==> config.mk <==
export PLATFORM = sky130hd
export DESIGN_NAME = clock_set_ctrl
export DESIGN_NICKNAME = d
export VERILOG_FILES = /design/src/rtl/clkset_pkg.sv /design/src/rtl/clkset_btn_sync.sv /design/src/rtl/clkset_hold_timer.sv /design/src/rtl/clkset_mode.sv /design/src/rtl/clock_set_ctrl.sv
export SDC_FILE = /design/constraint.sdc
export NUM_CORES = 1
export LEC_CHECK = 0
export ABC_AREA = 1
export BUFFER_PORTS_ARGS = -buffer_cell sky130_fd_sc_hd__buf_2
export CAP_MARGIN = 30
export CORE_MARGIN = 3
export CORE_UTILIZATION = 45
export CTS_CLUSTER_DIAMETER = 120
export DETAILED_ROUTE_END_ITERATION = 16
export PLACE_DENSITY = 0.67
export SYNTH_ARGS = -nofsm -noshare
export SYNTH_HDL_FRONTEND = slang
export SYNTH_SLANG_ARGS = --single-unit
export TNS_END_PERCENT = 5
==> constraint.sdc <==
create_clock -name clk_i -period 2.05 [get_ports clk_i]
set_input_delay 0.205 -clock clk_i [delete_from_list [all_inputs] [get_ports clk_i]]
set_output_delay 0.205 -clock clk_i [all_outputs]
set_load 0.05 [all_outputs]
==> src/rtl/clkset_pkg.sv <==
package clkset_pkg;
  typedef enum logic [1:0] {
    MODE_RUN   = 2'd0,
    MODE_ALARM = 2'd1,
    MODE_TIME  = 2'd2
  } mode_e;
endpackage

==> src/rtl/clkset_btn_sync.sv <==
module clkset_btn_sync #(
  parameter int unsigned N      = 3,
  parameter int unsigned STAGES = 2
) (
  input  logic         clk_i,
  input  logic         rst_ni,
  input  logic [N-1:0] btn_i,
  output logic [N-1:0] level_o,
  output logic [N-1:0] rise_o
);
  for (genvar b = 0; b < N; b++) begin : g_btn
    logic [STAGES-1:0] sync_q;
    logic              prev_q;
    always_ff @(posedge clk_i or negedge rst_ni) begin
      if (!rst_ni) begin
        sync_q <= '0;
        prev_q <= 1'b0;
      end else begin
        sync_q <= {sync_q[STAGES-2:0], btn_i[b]};
        prev_q <= sync_q[STAGES-1];
      end
    end
    assign level_o[b] = sync_q[STAGES-1];
    assign rise_o[b]  = sync_q[STAGES-1] & ~prev_q;
  end
endmodule

==> src/rtl/clkset_hold_timer.sv <==
module clkset_hold_timer #(
  parameter int unsigned LIMIT = 4,
  localparam int unsigned CW   = $clog2(LIMIT + 1)
) (
  input  logic clk_i,
  input  logic rst_ni,
  input  logic tick_i,
  input  logic level_i,
  output logic reached_o
);
  logic [CW-1:0] cnt_q;

  always_ff @(posedge clk_i or negedge rst_ni) begin
    if (!rst_ni)                             cnt_q <= '0;
    else if (!level_i)                       cnt_q <= '0;
    else if (tick_i && cnt_q != CW'(LIMIT))  cnt_q <= cnt_q + 1'b1;
  end

  assign reached_o = (cnt_q == CW'(LIMIT));
endmodule

==> src/rtl/clkset_mode.sv <==
module clkset_mode
  import clkset_pkg::*;
(
  input  logic  clk_i,
  input  logic  rst_ni,
  input  logic  mode_rise_i,
  input  logic  sel_rise_i,
  output mode_e mode_o,
  output logic  sel_hour_o
);
  mode_e mode_q;
  logic  sel_hour_q;

  always_ff @(posedge clk_i or negedge rst_ni) begin
    if (!rst_ni) begin
      mode_q     <= MODE_RUN;
      sel_hour_q <= 1'b1;
    end else begin
      if (mode_rise_i) begin
        unique case (mode_q)
          MODE_RUN:   mode_q <= MODE_ALARM;
          MODE_ALARM: mode_q <= MODE_TIME;
          default:    mode_q <= MODE_RUN;
        endcase
      end
      if (sel_rise_i && mode_q != MODE_RUN) sel_hour_q <= ~sel_hour_q;
    end
  end

  assign mode_o     = mode_q;
  assign sel_hour_o = sel_hour_q;
endmodule

==> src/rtl/clock_set_ctrl.sv <==
module clock_set_ctrl
  import clkset_pkg::*;
#(
  parameter int unsigned SYNC_STAGES = 2,
  parameter int unsigned HOLD_TICKS  = 4,
  parameter int unsigned CLEAR_TICKS = 4
) (
  input  logic       clk_i,
  input  logic       rst_ni,
  input  logic       tick_i,
  input  logic       mode_btn_i,
  input  logic       sel_btn_i,
  input  logic       inc_btn_i,
  output logic [1:0] mode_o,
  output logic       led_hour_o,
  output logic       led_min_o,
  output logic       inc_hour_time_o,
  output logic       inc_min_time_o,
  output logic       inc_hour_alarm_o,
  output logic       inc_min_alarm_o,
  output logic       clear_sec_o
);
  localparam int unsigned NBTN = 3;
  localparam int unsigned B_MODE = 0;
  localparam int unsigned B_SEL  = 1;
  localparam int unsigned B_INC  = 2;

  logic [NBTN-1:0] level, rise;
  mode_e mode;
  logic  sel_hour, inc_rep, sel_long, pulse_q;

  clkset_btn_sync #(.N(NBTN), .STAGES(SYNC_STAGES)) u_sync (
    .clk_i, .rst_ni,
    .btn_i   ({inc_btn_i, sel_btn_i, mode_btn_i}),
    .level_o (level),
    .rise_o  (rise)
  );

  clkset_mode u_mode (
    .clk_i, .rst_ni,
    .mode_rise_i (rise[B_MODE]),
    .sel_rise_i  (rise[B_SEL]),
    .mode_o      (mode),
    .sel_hour_o  (sel_hour)
  );

  clkset_hold_timer #(.LIMIT(HOLD_TICKS)) u_inc_hold (
    .clk_i, .rst_ni, .tick_i,
    .level_i   (level[B_INC]),
    .reached_o (inc_rep)
  );

  clkset_hold_timer #(.LIMIT(CLEAR_TICKS)) u_sel_hold (
    .clk_i, .rst_ni, .tick_i,
    .level_i   (level[B_SEL]),
    .reached_o (sel_long)
  );

  // raw step request: press edge, or a tick once repeat is armed
  always_ff @(posedge clk_i or negedge rst_ni) begin
    if (!rst_ni) pulse_q <= 1'b0;
    else         pulse_q <= rise[B_INC] | (tick_i & level[B_INC] & inc_rep);
  end

  // routing uses the current mode so a step never lands in a stale mode
  assign inc_hour_time_o  = pulse_q & (mode == MODE_TIME)  &  sel_hour;
  assign inc_min_time_o   = pulse_q & (mode == MODE_TIME)  & ~sel_hour;
  assign inc_hour_alarm_o = pulse_q & (mode == MODE_ALARM) &  sel_hour;
  assign inc_min_alarm_o  = pulse_q & (mode == MODE_ALARM) & ~sel_hour;

  assign led_hour_o  = (mode != MODE_RUN) &  sel_hour;
  assign led_min_o   = (mode != MODE_RUN) & ~sel_hour;
  assign clear_sec_o = (mode == MODE_RUN) & sel_long & level[B_SEL];
  assign mode_o      = mode;
endmodule

Word level (Yosys, flattened, before mapping)
Cells that the tools add are included.
- bits in registers: 19
- logic and storage cells: 51
- memories kept: 0
- ROM bits: 0
- RAM bits: 0
- bits in latches: 0
- output and inout port bits: 9
- shift-type cells: 0
- reductions and logical operators: 5
- mux-type cells: 5
- divide/modulo/power cells: 0
- multipliers: 0
- eq/ne operators: 8
- add/sub/neg operators: 2
- magnitude comparators: 0
- bitwise gates (word level): 20
- operators by type and width (operator ; count):
    1-bit bitwise AND ; 15
    3-bit two-way mux ; 4
    3-bit by 1-bit adder with 3-bit output, second input constant ; 2
    3-bit == test, second input constant ; 2
    3-bit inequality test, second input constant ; 2
    2-bit by 1-bit inequality test with 1-bit output, second input constant ; 2
    1-bit inverter ; 4
    2-bit case mux with 2 select lines ; 1
    1-bit logical AND ; 3
    2-bit by 1-bit == test with 1-bit output, second input constant ; 1
    2-bit == test, second input constant ; 1
    2-bit zero test ; 1
    2-bit nonzero test ; 1
    1-bit bitwise OR ; 1

Depth between registers and ports, before layout
- depth after elaboration: 4
- depth in mapped cells: 7
- mapped depth without buffers: 7

Modules after synthesis
A second synthesis with hierarchy kept.
- cells, all modules: 99
- area total of the unflattened synthesis: 864.6 um2
- modules (own cells, without submodules) (module ; area each (um2) ; cells each ; times used):
    clkset_hold_timer ; 181.4 ; 24 ; 2
    clkset_btn_sync ; 277.8 ; 18 ; 1
    clkset_mode ; 130.1 ; 15 ; 1
    clock_set_ctrl ; 93.8 ; 18 ; 1

Least setup slack after synthesis
Ideal clock, no wire load.
- path kind: reg-to-output
- from: reg u_mode.mode_q[1], in the netlist u_mode.mode_o[1]
- to: out clear_sec_o
- arrival time: 1941 ps
- path buffers: 0
- stages on the path, launching flop included: 4
- required time: 1845 ps
- path slack: -96 ps
- path through: dfrtp_1 nor2_2 inv_1 nor3_1
- longest elaborated chain between the ends: 3
- ends and longest elaborated chain (item ; line ; text):
    from (decl) ; clkset_mode.sv:11 ; mode_e mode_q;
    from (signal assigned) ; clkset_mode.sv:16 ; mode_q <= MODE_RUN;
    from (signal assigned) ; clkset_mode.sv:21 ; MODE_RUN: mode_q <= MODE_ALARM;
    from (signal assigned) ; clkset_mode.sv:22 ; MODE_ALARM: mode_q <= MODE_TIME;
    2-bit zero test ; clock_set_ctrl.sv:73 ; assign clear_sec_o = (mode == MODE_RUN) & sel_long & level[B_SEL];
    1-bit bitwise AND (2 in a row) ; clock_set_ctrl.sv:73 ;
    to (decl) ; clock_set_ctrl.sv:21 ; output logic clear_sec_o
No other way between the ends.

Worst setup path in the final report
- from: reg u_sel_hold.cnt_q[0]
- to: out clear_sec_o
- longest elaborated chain between the ends: 3
- ends and longest elaborated chain (item ; line ; text):
    from (decl) ; clkset_hold_timer.sv:11 ; logic [CW-1:0] cnt_q;
    from (signal assigned) ; clkset_hold_timer.sv:16 ; else if (tick_i && cnt_q != CW'(LIMIT)) cnt_q <= cnt_q + 1'b1;
    3-bit == test ; clkset_hold_timer.sv:19 ; assign reached_o = (cnt_q == CW'(LIMIT));
    1-bit bitwise AND (2 in a row) ; clock_set_ctrl.sv:73 ;
No other way between the ends.

==> summary.md <==
| Metric | Value |
|---|---|
| Clk_skew | 0.001964 ns |
| Wire per inst | 8.720 µm |
| Cell Int Power | 0.5662 mW |
| Initial antenna violation count | 0 |
| Switching Share | 0.3920 |
| Routed vias/inst | 4.386 |
| CP Cell Sequence | inv_1 > ha_1 > nand2_2 > nor3_2 > buf_2 |
| Status | finished, final reports clean |
| Ant diodes | 0 |
| Pwr per Cell Area | 971.5 mW/mm² |
| Max VDD drop | 0.0006189 V |
| Global-route wire length before repair | 2070 µm |
| Setup_tns | 0 ns |
| Die Area | 0.002338 mm² |
| Root Driver | clkbuf_4 |
| Num Clock Sinks | 19 |
| Post-Synthesis Cells | 88 |
| Vert. Die Dim | 48.35 µm |
| IO Port Bufs | 14 |
| DP Worst Slack | 0.7058 ns |
| Share of cells above drive strength 1 | 0.2130 |
| CTS buffer count | 3 |
| CP Class | reg2out |
| DR vias | 579 |
| Vias in the first global route | 534 |
| CP max FO | 3 |
| Critical path required time | 1.85 ns |
| Max cap viols | 0 |
| Area growth syn-to-layout | 18.76% |
| Slew @ Worst Pin | 0.4055 ns |
| RD Place Congestion | 0.6442 |
| Fin crit period | 1.648 ns |
| RSZ-0062 raised after global routing | no |
| Final setup viols | 0 |
| Register area share after synthesis | 0.5907 |
| Final HPWL DP | 882.5 µm |
| Combinational group share of total power | 0.319 |
| FP Rows | 14 |
| Post-Syn Area per Cell | 9.171 µm² |
| Final slew viol count | 0 |
| Initial drt markers | 6 |
| # placed instances | 126 |
| #FFs+latches synth | 19 |
| Static leakage | 0.5312 nW |
| Tcrit/Tclk final | 0.8041 |
| Remaining DRCs | 0 |
| CTS clk-pin slew, worst paths | 0.10 ns |
| Worst Setup End Kind | output pin |
| Seq pwr share | 0.491 |
| Worst-Skew Late Latency | 0.28 ns |
| Highest clock rate | 0.6067 GHz |
| Non-Filler Instances | 132 |
| Final Hold Vio Count | 0 |
| H-tree depth | 1 |
| CTS max path bufs | 2 |
| Chip Width | 48.35 µm |
| Fillcell total | 143 |
| Setup crit start kind | flop |
| Layout Utilization | 0.6013 |
| Routed Antenna Nets | 0 |
| Final #Nets | 119 |
| Post-Route WL | 1151 µm |
| CP Data Arrival Time | 1.44 ns |
| Cell area after synthesis | 807.0 µm² |
| Sw Pwr | 0.3650 mW |
| Final WS setup | 0.4017 ns |
| Slew margin rel. | 0.7297 |
| Min-Delay Path Class | in2reg |
| Slowest CP cell | dfrtp_1 |
| Starting Density | 0.5063 |
| Largest net degree at the start of global routing | 20 |
| Drt pass-1 iters | 4 |
| GRT Total Usage | 0.1116 |
| Mapped Nets | 98 |
| Number of distinct library cells after synthesis | 15 |
| Yosys warns | 0 |
| Grt ovf | 0 |
| WHS | 0.02059 ns |
| Post-CTS sizing | 0 |
| CTS tree | yes |
| IO Pins | 15 |
| Core area | 0.001594 mm² |
| Clk pwr share | 0.190 |
| CP max stage delay | 0.41 ns |
## power groups by stage
stage / clock, mW / combinational (mW) / sequential (mW)
after floorplan: 0 / 0.188 / 0.506
after global placement: 0 / 0.293 / 0.463
after detailed placement: 0 / 0.297 / 0.465
after CTS: 0.187 / 0.299 / 0.458
after global routing: 0.202 / 0.323 / 0.464
final: 0.177 / 0.297 / 0.457
## metrics by stage
step                power (mW)  area [µm²]
floorplan               0.6938       812.0
global placement        0.7560       912.1
detailed placement      0.7620       912.1
CTS                     0.9428       948.4
global route            0.9896       958.4
finish                  0.9311       958.4
## worst paths after layout
| path | startpoint | slack [ns] | to | depth (start not counted) |
|---|---|---|---|---|
| setup / recovery | u_sel_hold.cnt_q[0]$_DFFE_PN0P_ | 0.40 | clear_sec_o | 5 |
| hold / removal | sel_btn_i | 0.02 | u_sync.g_btn[1].sync_q[0]$_DFF_PN0_ | 1 |
| setup reg to reg | u_inc_hold.cnt_q[0]$_DFFE_PN0P_ | 0.88 | u_inc_hold.cnt_q[0]$_DFFE_PN0P_ | 6 |
| min in group asynchronous | rst_ni | 0.37 | u_inc_hold.cnt_q[2]$_DFFE_PN0P_ | 2 |
| hold reg to reg | u_sync.g_btn[2].sync_q[0]$_DFF_PN0_ | 0.36 | u_sync.g_btn[2].sync_q[1]$_DFF_PN0_ | 0 |
| max in group asynchronous | rst_ni | 1.36 | u_mode.sel_hour_o$_DFFE_PN1P_ | 2 |
## kinds of logic (layout without fill, tap and decap cells)
logic type | after synthesis | in the layout | share of synthesized area
simple gates | 44 | 44 | 0.2233
compound gates | 7 | 7 | 0.05271
fa+ha+maj | 4 | 4 | 0.06202
buf+inv | 13 | 33 | 0.06047
flops | 19 | 19 | 0.5907
xor+xnor | 1 | 1 | 0.01085
## worst max-delay path, delay by kind of cell, from the launching register on
family / cells / cell delay (ns)
adder cells (fa/ha/maj): 1 / 0.19
buffers and inverters: 2 / 0.35
flip-flops: 1 / 0.41
AND/OR/NAND/NOR: 2 / 0.20
## registers in the layout, summed over array words and instances (netlist names)
name and count:
u_sync.g_btn.prev_q 3, u_inc_hold.cnt_q 3, u_mode.mode_o 2, u_mode.sel_hour_o 1, pulse_q 1, u_sel_hold.cnt_q 3
u_sync.g_btn.sync_q 6
## placed cells by master (no fill, tap or decap)
cell type	instances
ha_1	4
o21ai_0	3
nor2_1	11
nor3_2	1
dlygate4sd3_1	2
nand2_2	1
buf_2	14
dfstp_2	1
a21oi_2	2
nand4_1	1
inv_1	13
nand3_1	5
nand2_1	24
dfrtp_1	18
xor2_1	1
clkbuf_1	1
a21oi_1	2
clkbuf_4	3
nor2_2	1
## Yosys cell counts
master / n / share of area
nand2_2: 1 / 0.0078
nor2_1: 11 / 0.051
nand2_1: 24 / 0.11
a21oi_2: 2 / 0.022
dfrtp_1: 18 / 0.56
nand4_1: 1 / 0.0078
a21oi_1: 2 / 0.012
nor2_2: 1 / 0.0078
dfstp_2: 1 / 0.033
nand3_1: 5 / 0.031
o21ai_0: 3 / 0.019
nor3_1: 1 / 0.0062
ha_1: 4 / 0.062
inv_1: 13 / 0.060
xor2_1: 1 / 0.011
## metal layers
layer,up-vias,global-route usage,wire [µm]
met4,0,0.05687,7
met5,-,0,0
met1,254,0.1463,579
met3,2,0.01840,54
li1,311,-,-
met2,12,0.1789,509
## layout make-up
cell class | count | area (µm²) | share of cell area
clock buffer | 4 | 26.28 | 0.02742
sequential | 19 | 476.7 | 0.4974
inverter | 13 | 48.80 | 0.05091
timing repair buffer | 16 | 90.09 | 0.09399
multi-input combinational | 56 | 286.5 | 0.2990
tap | 24 | 30.03 | 0.03133
## what timing repair did
action,in CTS,in global routing
hold endpoints to repair,18,1
hold buffers,1,1
buffers inserted,0,0
No activity file was read; power rests on OpenSTA's default activity.
